<file path="src/rtl/remap_pkg.sv">
package remap_pkg;

  typedef enum logic [1:0] {
    TGT_NONE  = 2'd0,
    TGT_FLASH = 2'd1,
    TGT_SRAM  = 2'd2
  } target_e;

  typedef enum logic [1:0] {
    RGN_UNMAPPED   = 2'd0,
    RGN_MIRROR     = 2'd1,
    RGN_SRAM_HOME  = 2'd2,
    RGN_FLASH_HOME = 2'd3
  } region_e;

endpackage

</file>
<file path="src/rtl/remap_ctrl_reg.sv">
module remap_ctrl_reg #(
  parameter int DATA_W = 32
) (
  input  logic              clk,
  input  logic              rst_n,
  input  logic              rst_req,
  input  logic              wr_en,
  input  logic              wr_bit,
  output logic              remap_q,
  output logic [DATA_W-1:0] rd_data
);

  localparam int PAD_W = DATA_W - 1;

  // A synchronous reset request outranks a write in the same cycle.
  always_ff @(posedge clk or negedge rst_n) begin
    if (!rst_n) begin
      remap_q <= 1'b0;
    end else if (rst_req) begin
      remap_q <= 1'b0;
    end else if (wr_en) begin
      remap_q <= wr_bit;
    end
  end

  generate
    if (PAD_W > 0) begin : g_pad
      assign rd_data = {{PAD_W{1'b0}}, remap_q};
    end else begin : g_nopad
      assign rd_data = remap_q;
    end
  endgenerate

endmodule

</file>
<file path="src/rtl/remap_addr_decode.sv">
module remap_addr_decode
  import remap_pkg::*;
#(
  parameter int          ADDR_W      = 32,
  parameter int          OFF_W       = 16,
  parameter int unsigned WIN_END     = 32'h0004_0000,
  parameter int unsigned SRAM_BASE   = 32'h0004_0000,
  parameter int unsigned SRAM_BYTES  = 32'h0000_2000,
  parameter int unsigned FLASH_BASE  = 32'h0008_0000,
  parameter int unsigned FLASH_BYTES = 32'h0001_0000
) (
  input  logic [ADDR_W-1:0] addr,
  input  logic              remap,
  output target_e           tgt,
  output logic [OFF_W-1:0]  offset
);

  localparam logic [ADDR_W-1:0] WIN_LIM   = ADDR_W'(WIN_END);
  localparam logic [ADDR_W-1:0] SRAM_LO   = ADDR_W'(SRAM_BASE);
  localparam logic [ADDR_W-1:0] SRAM_HI   = ADDR_W'(SRAM_BASE + SRAM_BYTES);
  localparam logic [ADDR_W-1:0] FLASH_LO  = ADDR_W'(FLASH_BASE);
  localparam logic [ADDR_W-1:0] FLASH_HI  = ADDR_W'(FLASH_BASE + FLASH_BYTES);
  localparam logic [ADDR_W-1:0] SRAM_MSK  = ADDR_W'(SRAM_BYTES - 1);
  localparam logic [ADDR_W-1:0] FLASH_MSK = ADDR_W'(FLASH_BYTES - 1);

  region_e           region;
  logic [ADDR_W-1:0] sram_rel;
  logic [ADDR_W-1:0] flash_rel;

  // Classify the address; the mirror window is checked first.
  always_comb begin
    if (addr < WIN_LIM) begin
      region = RGN_MIRROR;
    end else if (addr >= SRAM_LO && addr < SRAM_HI) begin
      region = RGN_SRAM_HOME;
    end else if (addr >= FLASH_LO && addr < FLASH_HI) begin
      region = RGN_FLASH_HOME;
    end else begin
      region = RGN_UNMAPPED;
    end
  end

  assign sram_rel  = addr - SRAM_LO;
  assign flash_rel = addr - FLASH_LO;

  // Inside the window the offset wraps modulo the size of the chosen memory.
  always_comb begin
    tgt    = TGT_NONE;
    offset = '0;
    unique case (region)
      RGN_MIRROR: begin
        if (remap) begin
          tgt    = TGT_SRAM;
          offset = OFF_W'(addr & SRAM_MSK);
        end else begin
          tgt    = TGT_FLASH;
          offset = OFF_W'(addr & FLASH_MSK);
        end
      end
      RGN_SRAM_HOME: begin
        tgt    = TGT_SRAM;
        offset = OFF_W'(sram_rel & SRAM_MSK);
      end
      RGN_FLASH_HOME: begin
        tgt    = TGT_FLASH;
        offset = OFF_W'(flash_rel & FLASH_MSK);
      end
      default: begin
        tgt    = TGT_NONE;
        offset = '0;
      end
    endcase
  end

endmodule

</file>
<file path="src/rtl/remap_resp_stage.sv">
module remap_resp_stage
  import remap_pkg::*;
#(
  parameter int OFF_W = 16
) (
  input  logic             clk,
  input  logic             rst_n,
  input  logic             flush,
  input  logic             in_valid,
  output logic             in_ready,
  input  target_e          in_tgt,
  input  logic [OFF_W-1:0] in_off,
  output logic             out_valid,
  input  logic             out_ready,
  output target_e          out_tgt,
  output logic [OFF_W-1:0] out_off
);

  logic take;

  assign in_ready = !out_valid || out_ready;
  assign take     = in_valid && in_ready;

  always_ff @(posedge clk or negedge rst_n) begin
    if (!rst_n) begin
      out_valid <= 1'b0;
    end else if (flush) begin
      out_valid <= 1'b0;
    end else if (take) begin
      out_valid <= 1'b1;
    end else if (out_ready) begin
      out_valid <= 1'b0;
    end
  end

  // The payload only changes when a new request is taken.
  always_ff @(posedge clk or negedge rst_n) begin
    if (!rst_n) begin
      out_tgt <= TGT_NONE;
      out_off <= '0;
    end else if (take && !flush) begin
      out_tgt <= in_tgt;
      out_off <= in_off;
    end
  end

endmodule

</file>
<file path="src/rtl/boot_remap_decoder.sv">
module boot_remap_decoder
  import remap_pkg::*;
#(
  parameter int          ADDR_W      = 32,
  parameter int          DATA_W      = 32,
  parameter int unsigned WIN_END     = 32'h0004_0000,
  parameter int unsigned SRAM_BASE   = 32'h0004_0000,
  parameter int unsigned SRAM_BYTES  = 32'h0000_2000,
  parameter int unsigned FLASH_BASE  = 32'h0008_0000,
  parameter int unsigned FLASH_BYTES = 32'h0001_0000,
  localparam int         BIG_BYTES   = (SRAM_BYTES > FLASH_BYTES) ? SRAM_BYTES : FLASH_BYTES,
  localparam int         OFF_W       = $clog2(BIG_BYTES)
) (
  input  logic              clk,
  input  logic              rst_n,
  input  logic              rst_req,
  input  logic              cfg_wr,
  input  logic [DATA_W-1:0] cfg_wdata,
  output logic [DATA_W-1:0] cfg_rdata,
  input  logic              req_valid,
  output logic              req_ready,
  input  logic [ADDR_W-1:0] req_addr,
  output logic              resp_valid,
  input  logic              resp_ready,
  output logic              resp_flash_sel,
  output logic              resp_sram_sel,
  output logic              resp_err,
  output logic [OFF_W-1:0]  resp_offset
);

  logic             remap_q;
  target_e          dec_tgt;
  logic [OFF_W-1:0] dec_off;
  target_e          held_tgt;
  logic             unused_wdata_hi;

  assign unused_wdata_hi = ^cfg_wdata[DATA_W-1:1];

  remap_ctrl_reg #(.DATA_W(DATA_W)) u_ctrl (
    .clk     (clk),
    .rst_n   (rst_n),
    .rst_req (rst_req),
    .wr_en   (cfg_wr),
    .wr_bit  (cfg_wdata[0]),
    .remap_q (remap_q),
    .rd_data (cfg_rdata)
  );

  remap_addr_decode #(
    .ADDR_W      (ADDR_W),
    .OFF_W       (OFF_W),
    .WIN_END     (WIN_END),
    .SRAM_BASE   (SRAM_BASE),
    .SRAM_BYTES  (SRAM_BYTES),
    .FLASH_BASE  (FLASH_BASE),
    .FLASH_BYTES (FLASH_BYTES)
  ) u_dec (
    .addr   (req_addr),
    .remap  (remap_q),
    .tgt    (dec_tgt),
    .offset (dec_off)
  );

  remap_resp_stage #(.OFF_W(OFF_W)) u_resp (
    .clk       (clk),
    .rst_n     (rst_n),
    .flush     (rst_req),
    .in_valid  (req_valid),
    .in_ready  (req_ready),
    .in_tgt    (dec_tgt),
    .in_off    (dec_off),
    .out_valid (resp_valid),
    .out_ready (resp_ready),
    .out_tgt   (held_tgt),
    .out_off   (resp_offset)
  );

  assign resp_flash_sel = (held_tgt == TGT_FLASH);
  assign resp_sram_sel  = (held_tgt == TGT_SRAM);
  assign resp_err       = (held_tgt == TGT_NONE);

endmodule

</file>
<file path="config.mk">
export PLATFORM = sky130hd
export DESIGN_NAME = boot_remap_decoder
export DESIGN_NICKNAME = d
export VERILOG_FILES = /design/src/rtl/remap_pkg.sv /design/src/rtl/remap_ctrl_reg.sv /design/src/rtl/remap_addr_decode.sv /design/src/rtl/remap_resp_stage.sv /design/src/rtl/boot_remap_decoder.sv
export SDC_FILE = /design/constraint.sdc
export NUM_CORES = 1
export LEC_CHECK = 0
export BUFFER_PORTS_ARGS = -buffer_cell sky130_fd_sc_hd__buf_2
export CORE_MARGIN = 4
export CORE_UTILIZATION = 38
export CTS_CLUSTER_DIAMETER = 50
export DETAILED_ROUTE_END_ITERATION = 6
export PLACE_DENSITY = 0.88
export SETUP_SLACK_MARGIN = 0.15
export SLEW_MARGIN = 10
export SYNTH_ARGS = -nofsm -noshare
export SYNTH_HDL_FRONTEND = slang
export SYNTH_SLANG_ARGS = --single-unit
</file>
<file path="constraint.sdc">
create_clock -name clk -period 2.32 [get_ports clk]
set_clock_uncertainty 0.1 [all_clocks]
set_input_delay 0.58 -clock clk [delete_from_list [all_inputs] [get_ports clk]]
set_output_delay 0.58 -clock clk [all_outputs]
set_load 0.02 [all_outputs]
</file>
[Word-level counts from Yosys, hierarchy flattened]
Index checks and enable logic that the tools add are counted.
Word-level totals
  register bits after elaboration: 20
  input bits: 70
  output and inout bits: 53
  logic and storage cells: 38
Cells by class
  $add $sub $neg: 2
  magnitude comparators: 5
  equal/unequal tests: 5
  multiplexer cells: 12
  reduce and logical (&&, ||, !) cells: 10
Operator list (number)
  $lt A32 B19 Y1 const B: 2
  $pmux W16 S3: 1
  $ge A32 B19 Y1 const B: 1
  $ge A32 B20 Y1 const B: 1
  $lt A32 B20 Y1 const B: 1
  $mux W16: 1
  $sub A16 B1 Y16 const B: 1
  $sub A13 B1 Y13 const B: 1
  $mux W2: 4
  $eq A2 B2 Y1 const B: 3
  $pmux W2 S3: 1
  $mux W1: 5
  $eq A2 B1 Y1 const B: 2
  $logic_and A1 B1 Y1: 4
  $reduce_bool A3 Y1: 1
  $logic_not A1 Y1: 2
  $logic_not A2 Y1: 1
  $reduce_bool A2 Y1: 1
  $logic_or A1 B1 Y1: 1

[Logic depth before layout (Yosys ltp)]
Gate-level depths: netlist of the first run.
  depth after elaboration: 7
  mapped depth: 7
  mapped depth without buffers: 5

[Cells and area by module]
Synthesis of the first run repeated with hierarchy kept, for this count alone.
Second synthesis, totals
  cells, all modules: 119
  area, all modules: 1452.6 um^2
By module, submodules not included
  remap_resp_stage: instances 1, cells an instance 44, area each 784.5 um^2
  remap_addr_decode: instances 1, cells an instance 36, area each 366.6 um^2
  remap_ctrl_reg: instances 1, cells an instance 36, area each 282.8 um^2
  boot_remap_decoder: instances 1, cells an instance 3, area each 18.8 um^2

[Least setup slack after synthesis of the first run]
OpenSTA, ideal clock, no wires.
  path type: input to register
  start point: in resp_ready
  end point: reg u_resp.out_tgt[1]
  library setup time: 0.095 ns
  arrival time: 1.462 ns
  required time: 2.125 ns
  setup slack: 0.663 ns
  cell stages on the path: 7
  buffers on the path: 2
  cell sequence: nor2b_1 inv_2 nand3b_4 buf_4 buf_2 nand2_1 o31ai_1
On the way
  cells in the longest elaborated chain, start to end: 3
RTL lines
  from (decl): line boot_remap_decoder.sv:24  | input logic resp_ready,
  $logic_or A1 B1 Y1: line remap_resp_stage.sv:21  | assign in_ready = !out_valid || out_ready;
  via req_ready: line boot_remap_decoder.sv:21  | output logic req_ready,
  $logic_and A1 B1 Y1: line remap_resp_stage.sv:22  | assign take = in_valid && in_ready;
  $logic_and A1 B1 Y1: line remap_resp_stage.sv:41  | end else if (take && !flush) begin
  to (signal assigned): line remap_resp_stage.sv:42  | out_tgt <= in_tgt;
  to (decl): line remap_resp_stage.sv:15  | output target_e out_tgt,
The timed path passes the listed nets, and every way through them passes these cells.
A chain may end at the register's enable or synchronous reset.

[Worst setup path in the final report of the first run]
  start point: in resp_ready
  end point: out req_ready
On the way
  cells in the longest elaborated chain, start to end: 1
RTL lines (line)
  $logic_or A1 B1 Y1: remap_resp_stage.sv:21
  to (decl): boot_remap_decoder.sv:21
No other way between the ends.

==> impl_metrics.tcl, run 1 <==
set metrics [dict create \
    status "complete, no violations" \
    reg2reg_depth 4 \
    worstSetupStartpointType "input port" \
    finalSetupViolations 0 \
    overflow 0 \
    synth_top_family_by_area "buffers and inverters" \
    period_minus_slack_ps 1852 \
    worst_slew_pin_slew_ps 770.5 \
    antenna_found_initial 0 \
    wl_met2_mm 1.387 \
    clkTransAtPathRegs_ps 100 \
    max-vdd-ir-drop_v 0.0001728 \
    internal-power_uw 445.3 \
    wl_met1_um 823 \
    crit_required_ps 1640 \
    p_leak_uw 0.0007970 \
    synthMuxAreaShare 0.008180 \
    share_comb_of_total_power 0.196 \
    cts_buffer_depth 2 \
    initial_core_util 0.3976 \
    max_clock_freq_mhz 539.9 \
    finalSetupTns_ps 0 \
    grt_pass1_vias 863 \
    synth_compound_area_frac 0.1339 \
    p_switching_uw 187.9 \
    top_layer "met4" \
    power_uw 633.2 \
    final_area_mm2 0.001446 \
    reg2reg_to "u_resp.out_off[2]" \
    setup_ws_ps 467.8 \
    post-synth-top-area-cell "dfrtp_1" \
    clockRootBuffer "clkbuf_4" \
    dieArea_mm2 0.004192 \
    vias 954 \
    hold_path_class "in -> async" \
    relSlewSlack 0.4841 \
    gp_congestion 0.7065 \
    diodes 0 \
    num_rows 20 \
    htreeDepth 1 \
    ys_seq_area_frac 0.4090 \
    final.fill_count 323 \
    syn-instance-count 127 \
    cts_setup_buffers 0 \
    r2r_start "u_resp.out_valid" \
    synth_xor_area_frac 0 \
    cts_hold_buf 0 \
    grt_max_degree 21 \
    cts_tree "built" \
    cts_sinks 20 \
    portBuffers 60 \
    coreArea_mm2 0.003078 \
    rsz0062_at_grt "false" \
    area_delta_synth_final_pct 18.20 \
    power.share.clock 0.248 \
    finalCritPeriodShare 0.7984 \
    via_per_inst 4.184 \
    end_kind "primary output" \
    reg2reg_slack_ps 670 \
    grt_pass1_wl_mm 3.884 \
    io_pins 123 \
    grtUsageTotal 0.1148 \
    synthArstFlopShare 1.000 \
    wl_met3_um 188 \
    finalHoldViolations 0 \
    yosysWarnings 0 \
    insertion_delay_ps 290 \
    drive_above_1_share 0.4402 \
    crit_path_max_fanout 3 \
    max-cap-violations 0 \
    routed_wl_mm 2.426 \
    yosysTopAreaCellShare 0.4090 \
    p_seq_frac 0.555 \
    ant_nets 0 \
    place_area_mm2 0.001424 \
    syn_avg_cell_area_um2 9.635 \
    drv_slew 0 \
    synthTopCellsByArea "dfrtp_1, buf_4, nand2_1" \
    netlist_area_mm2 0.001224 \
    die_x_um 64.75 \
    first_pass_iters 4 \
    hpwl_mm 2.077 \
    drt_iter0_markers 31 \
    post-place-ws_ps 325.7 \
    yosys.cell_types.count 26 \
    criticalPathCategory "in -> out" \
    nNetsFinal 256 \
    p_sw_frac 0.2968 \
    synth_edf_count 0 \
    synth_ff_type "dfrtp_1" \
    cellPowerDensity_mw_per_mm2 437.7 \
    numCtsBuffers 3 \
    drc_errors 0 \
    yosys.area_share.simple 0.2209 \
    ys_seq_elements 20 \
    fp.dieH_um 64.75 \
    crit_arrival_ps 1170 \
    cts_resized 0 \
    avgRoutedWirePerCell_um 10.64 \
    synthAdderAreaFrac 0 \
]
[state kept, by name (all words and copies together), names as in the netlist]
register          count
u_ctrl.remap_q        1
u_resp.out_off       16
u_resp.out_tgt        2
u_resp.out_valid      1
[kinds of logic (layout without fill, tap and decap cells)]
| family | count (synthesis) | after routing |
|---|---|---|
| other | 1 | 31 |
| multiplexers | 1 | 1 |
| buffers and inverters | 38 | 65 |
| AO/OA/AOI/OAI | 21 | 21 |
| AND/OR/NAND/NOR | 46 | 46 |
| flip-flops | 20 | 20 |
[through the flow]
step	util	instances	hold slack (ps)
floorplan	-	157	184.4
global placement	0.4626	225	357.7
detailed placement	0.4626	225	361.3
CTS	0.4699	228	118.1
global route	0.4699	228	147.6
finish	0.4699	228	115.1
[routing by layer]
metal / vias up / GRT usage
met5: - / 0
met4: 0 / 0.05541
met3: 2 / 0.008666
met2: 38 / 0.2082
met1: 444 / 0.1351
li1: 470 / -
[synthesized netlist by cell type, types with 2 or more instances]
master    n
a21o_1    2
a22o_1    3
buf_4    33
dfrtp_1  20
nand2_1  28
nor2_1    5
nor2b_1   4
nor4_2    2
nor4_4    2
o21ai_1   3
o21ai_2  10
[area by class of cell]
cell class | count | area [um^2] | area share
Multi-Input combinational cell | 99 | 560.5 | 0.3875
Sequential cell | 20 | 500.5 | 0.3460
Timing Repair Buffer | 60 | 300.3 | 0.2076
Tap cell | 44 | 55.05 | 0.03806
Clock buffer | 3 | 22.52 | 0.01557
Inverter | 2 | 7.507 | 0.005190
[power groups by stage]
stage	Clock (uW)	Combinational, uW	Sequential (uW)
floorplan	0	115	360
global placement	0	123	358
detailed placement	0	125	358
CTS	167	125	352
global route	178	138	352
finish	157	124	352
[critical path: stages]
cell and delay [ps]:
buf_2 90, nor2b_1 240, inv_2 90, buf_2 170
[how the worst max path moves through the flow]
stage,from,end,depth (start not counted)
floorplan,resp_ready,u_resp.out_tgt[1],7
global placement,req_addr[25],u_resp.out_off[3],5
detailed placement,req_addr[25],u_resp.out_off[2],5
CTS,u_resp.out_valid,req_ready,3
global route,u_resp.out_valid,req_ready,3
finish,resp_ready,req_ready,4
[cells in the final DEF, fill, tap and decap left out]
master    netlist  routed
o21ai_1         3       3
o21ai_2        10      10
inv_1           1       1
a21o_1          2       2
nand3_1         1       1
nand3b_4        1       1
nand2_1        28      28
a22o_1          3       3
buf_2           1      60
o21ai_0         1       1
nor4_4          2       2
nor2b_1         4       4
nor3b_2         1       1
o31ai_1         1       1
nor4_1          1       1
mux2i_1         1       1
nor4_2          2       2
a21boi_0        1       1
nor2_1          5       5
inv_2           1       1
dfrtp_1        20      20
conb_1          1      31
nand3_2         1       1
clkbuf_4        0       3
(Power assumes the default switching activity.)
==> inputs of run 2 (changes only) <==
--- a/config.mk
+++ b/config.mk
@@ -7,10 +7,10 @@
 export LEC_CHECK = 0
 export BUFFER_PORTS_ARGS = -buffer_cell sky130_fd_sc_hd__buf_2
 export CORE_MARGIN = 4
-export CORE_UTILIZATION = 38
+export CORE_UTILIZATION = 35
 export CTS_CLUSTER_DIAMETER = 50
 export DETAILED_ROUTE_END_ITERATION = 6
-export PLACE_DENSITY = 0.88
+export PLACE_DENSITY = 0.82
 export SETUP_SLACK_MARGIN = 0.15
 export SLEW_MARGIN = 10
 export SYNTH_ARGS = -nofsm -noshare
==> constraint.sdc (replaced) <==
create_clock -name clk -period 1.9 [get_ports clk]
set_clock_uncertainty 0.1 [all_clocks]
set_input_delay 0.475 -clock clk [delete_from_list [all_inputs] [get_ports clk]]
set_output_delay 0.475 -clock clk [all_outputs]
set_load 0.02 [all_outputs]
==> impl_metrics.tcl, run 2 (synthesis gave the netlist of run 1 again) <==
set metrics [dict create \
    worst-path-buf-inv 2 \
    finalHoldViolations 4 \
    finalSetupViolations 0 \
    antenna_found_initial 0 \
    p_seq_frac 0.547 \
    coreArea_mm2 0.003363 \
    diodes 0 \
    cts_buffer_depth 2 \
    p_switching_uw 237.9 \
    io_pins 123 \
    max-vdd-ir-drop_v 0.0002050 \
    avgRoutedWirePerCell_um 10.78 \
    share_comb_of_total_power 0.200 \
    crit_path_top_delay_cell "dfrtp_1" \
    via_per_inst 4.165 \
    setup_ws_ps 258.6 \
    relSlewSlack 0.5789 \
    grtUsageTotal 0.1087 \
    period_minus_slack_ps 1641 \
    rsz0062_at_grt "false" \
    p_leak_uw 0.0008056 \
    finalNonFillerCells 231 \
    reg2reg_slack_ps 410 \
    clockRootBuffer "clkbuf_4" \
    largest_reg_flops 16 \
    largest_register "u_resp.out_off" \
    dpl.cell_count 228 \
    grt_pass1_wl_mm 3.719 \
    cellPowerDensity_mw_per_mm2 534.3 \
    insertion_delay_ps 290 \
    die_x_um 67.13 \
    finalSetupTns_ps 0 \
    routed_wl_mm 2.490 \
    drc_errors 0 \
    end_kind "primary output" \
    path_cells "nor2b_4, inv_2, buf_2" \
    grt_max_degree 21 \
    crit_required_ps 1320 \
    violations "hold timing" \
    cts_tree "built" \
    worstSetupStartpointType "flip-flop" \
    max_clock_freq_mhz 609.2 \
    drive_above_1_share 0.4486 \
    worst_slew_pin_slew_ps 631.7 \
    area_delta_synth_final_pct 20.14 \
    first_pass_iters 4 \
    final_cell_mix "buf_2, conb_1, nand2_1, dfrtp_1, o21ai_2" \
    overflow 0 \
    clkTransAtPathRegs_ps 110 \
    portBuffers 60 \
    power.share.clock 0.253 \
    crit_path_max_fanout 3 \
    hold_ws_ps -2.688 \
    hpwl_mm 2.147 \
    grt_pass1_vias 852 \
    status "finished, violations left" \
    post-place-ws_ps 14.66 \
    gp_congestion 0.6701 \
    cts_sinks 20 \
    max-cap-violations 0 \
    vias 962 \
    criticalPathCategory "reg -> out" \
    hold_path_class "in -> async" \
    critPathTopFamily "flip-flops" \
    drt_iter0_markers 16 \
    final_common_cell "buf_2" \
    numCtsBuffers 3 \
    initial_core_util 0.3638 \
    finalCritPeriodShare 0.8639 \
    fp.dieH_um 67.13 \
    top_regs "u_resp.out_off (16), u_resp.out_tgt (2)" \
    slowest_delay_ps 360 \
    internal-power_uw 547.6 \
    nNetsFinal 257 \
    final.fill_count 377 \
    dieArea_mm2 0.004506 \
    ant_nets 0 \
    p_sw_frac 0.3029 \
    crit_arrival_ps 1070 \
    cts_hold_buf 0 \
    num_rows 21 \
    drv_slew 0 \
    htreeDepth 1 \
]
run 2: cell types whose count changed in the layout (fill, tap and decap cells not counted):
cell and change:
nor3b_4 +1, nor2b_4 +1, nor2b_1 -1, nor3b_2 -1, buf_4 +1
run 2: area by class of cell:
type                            instances  area, um^2  share of cell area
Timing Repair Buffer                   61       307.8              0.2094
Tap cell                               46       57.56             0.03915
Sequential cell                        20       500.5              0.3404
Clock buffer                            3       22.52             0.01532
Multi-Input combinational cell         99       574.3              0.3906
Inverter                                2       7.507            0.005106
run 2: final timing paths:
| kind | from | end | cells after the start |
|---|---|---|---|
| hold reg to reg | u_resp.out_off[2] | u_resp.out_off[2] | 2 |
| min in group clk | rst_req | u_resp.out_valid | 2 |
| max in group asynchronous | rst_n | u_resp.out_valid | 1 |
| hold / removal | rst_n | u_resp.out_off[8] | 1 |
| setup / recovery | u_resp.out_valid | req_ready | 3 |
| setup reg to reg | u_resp.out_valid | u_resp.out_off[13] | 5 |
run 2: power by group through the flow:
stage	Sequential (uW)	Combinational, uW	Clock (uW)
floorplan	439	141	0
finish	430	157	199
CTS	430	155	206
global placement	438	152	0
global route	430	174	226
detailed placement	438	154	0
run 2: layer usage:
layer,GRT usage,part of all wire,vias up
met5,0,0,-
met3,0.01165,0.065,2
met2,0.1926,0.57,33
met1,0.1268,0.35,452
met4,0.06076,0.012,0
li1,-,-,475
run 2: repair_timing:
| action | CTS | global route |
|---|---|---|
| setup buffers | 0 | 0 |
| pin swaps | 0 | 0 |
| endpoints found under the setup margin | 1 | 13 |
| endpoints found under the hold margin | 0 | 0 |
| resized for setup | 1 | 2 |
| cloned | 0 | 0 |
run 2: worst reg2reg max path: cells and delay by family, from the launching register on:
family | cells | cell delay, ps
flip-flops | 1 | 390
buffers and inverters | 1 | 70
AO/OA/AOI/OAI | 1 | 180
AND/OR/NAND/NOR | 3 | 690
run 2: stage by stage:
step	util	area (um^2)	power [uW]
after global routing	0.4371	1470	830.5
after detailed placement	0.4263	1434	592.1
final	0.4371	1470	785.5
after CTS	0.4338	1459	790.7
after global placement	0.4263	1434	590.0
after floorplan	-	1336	580.1
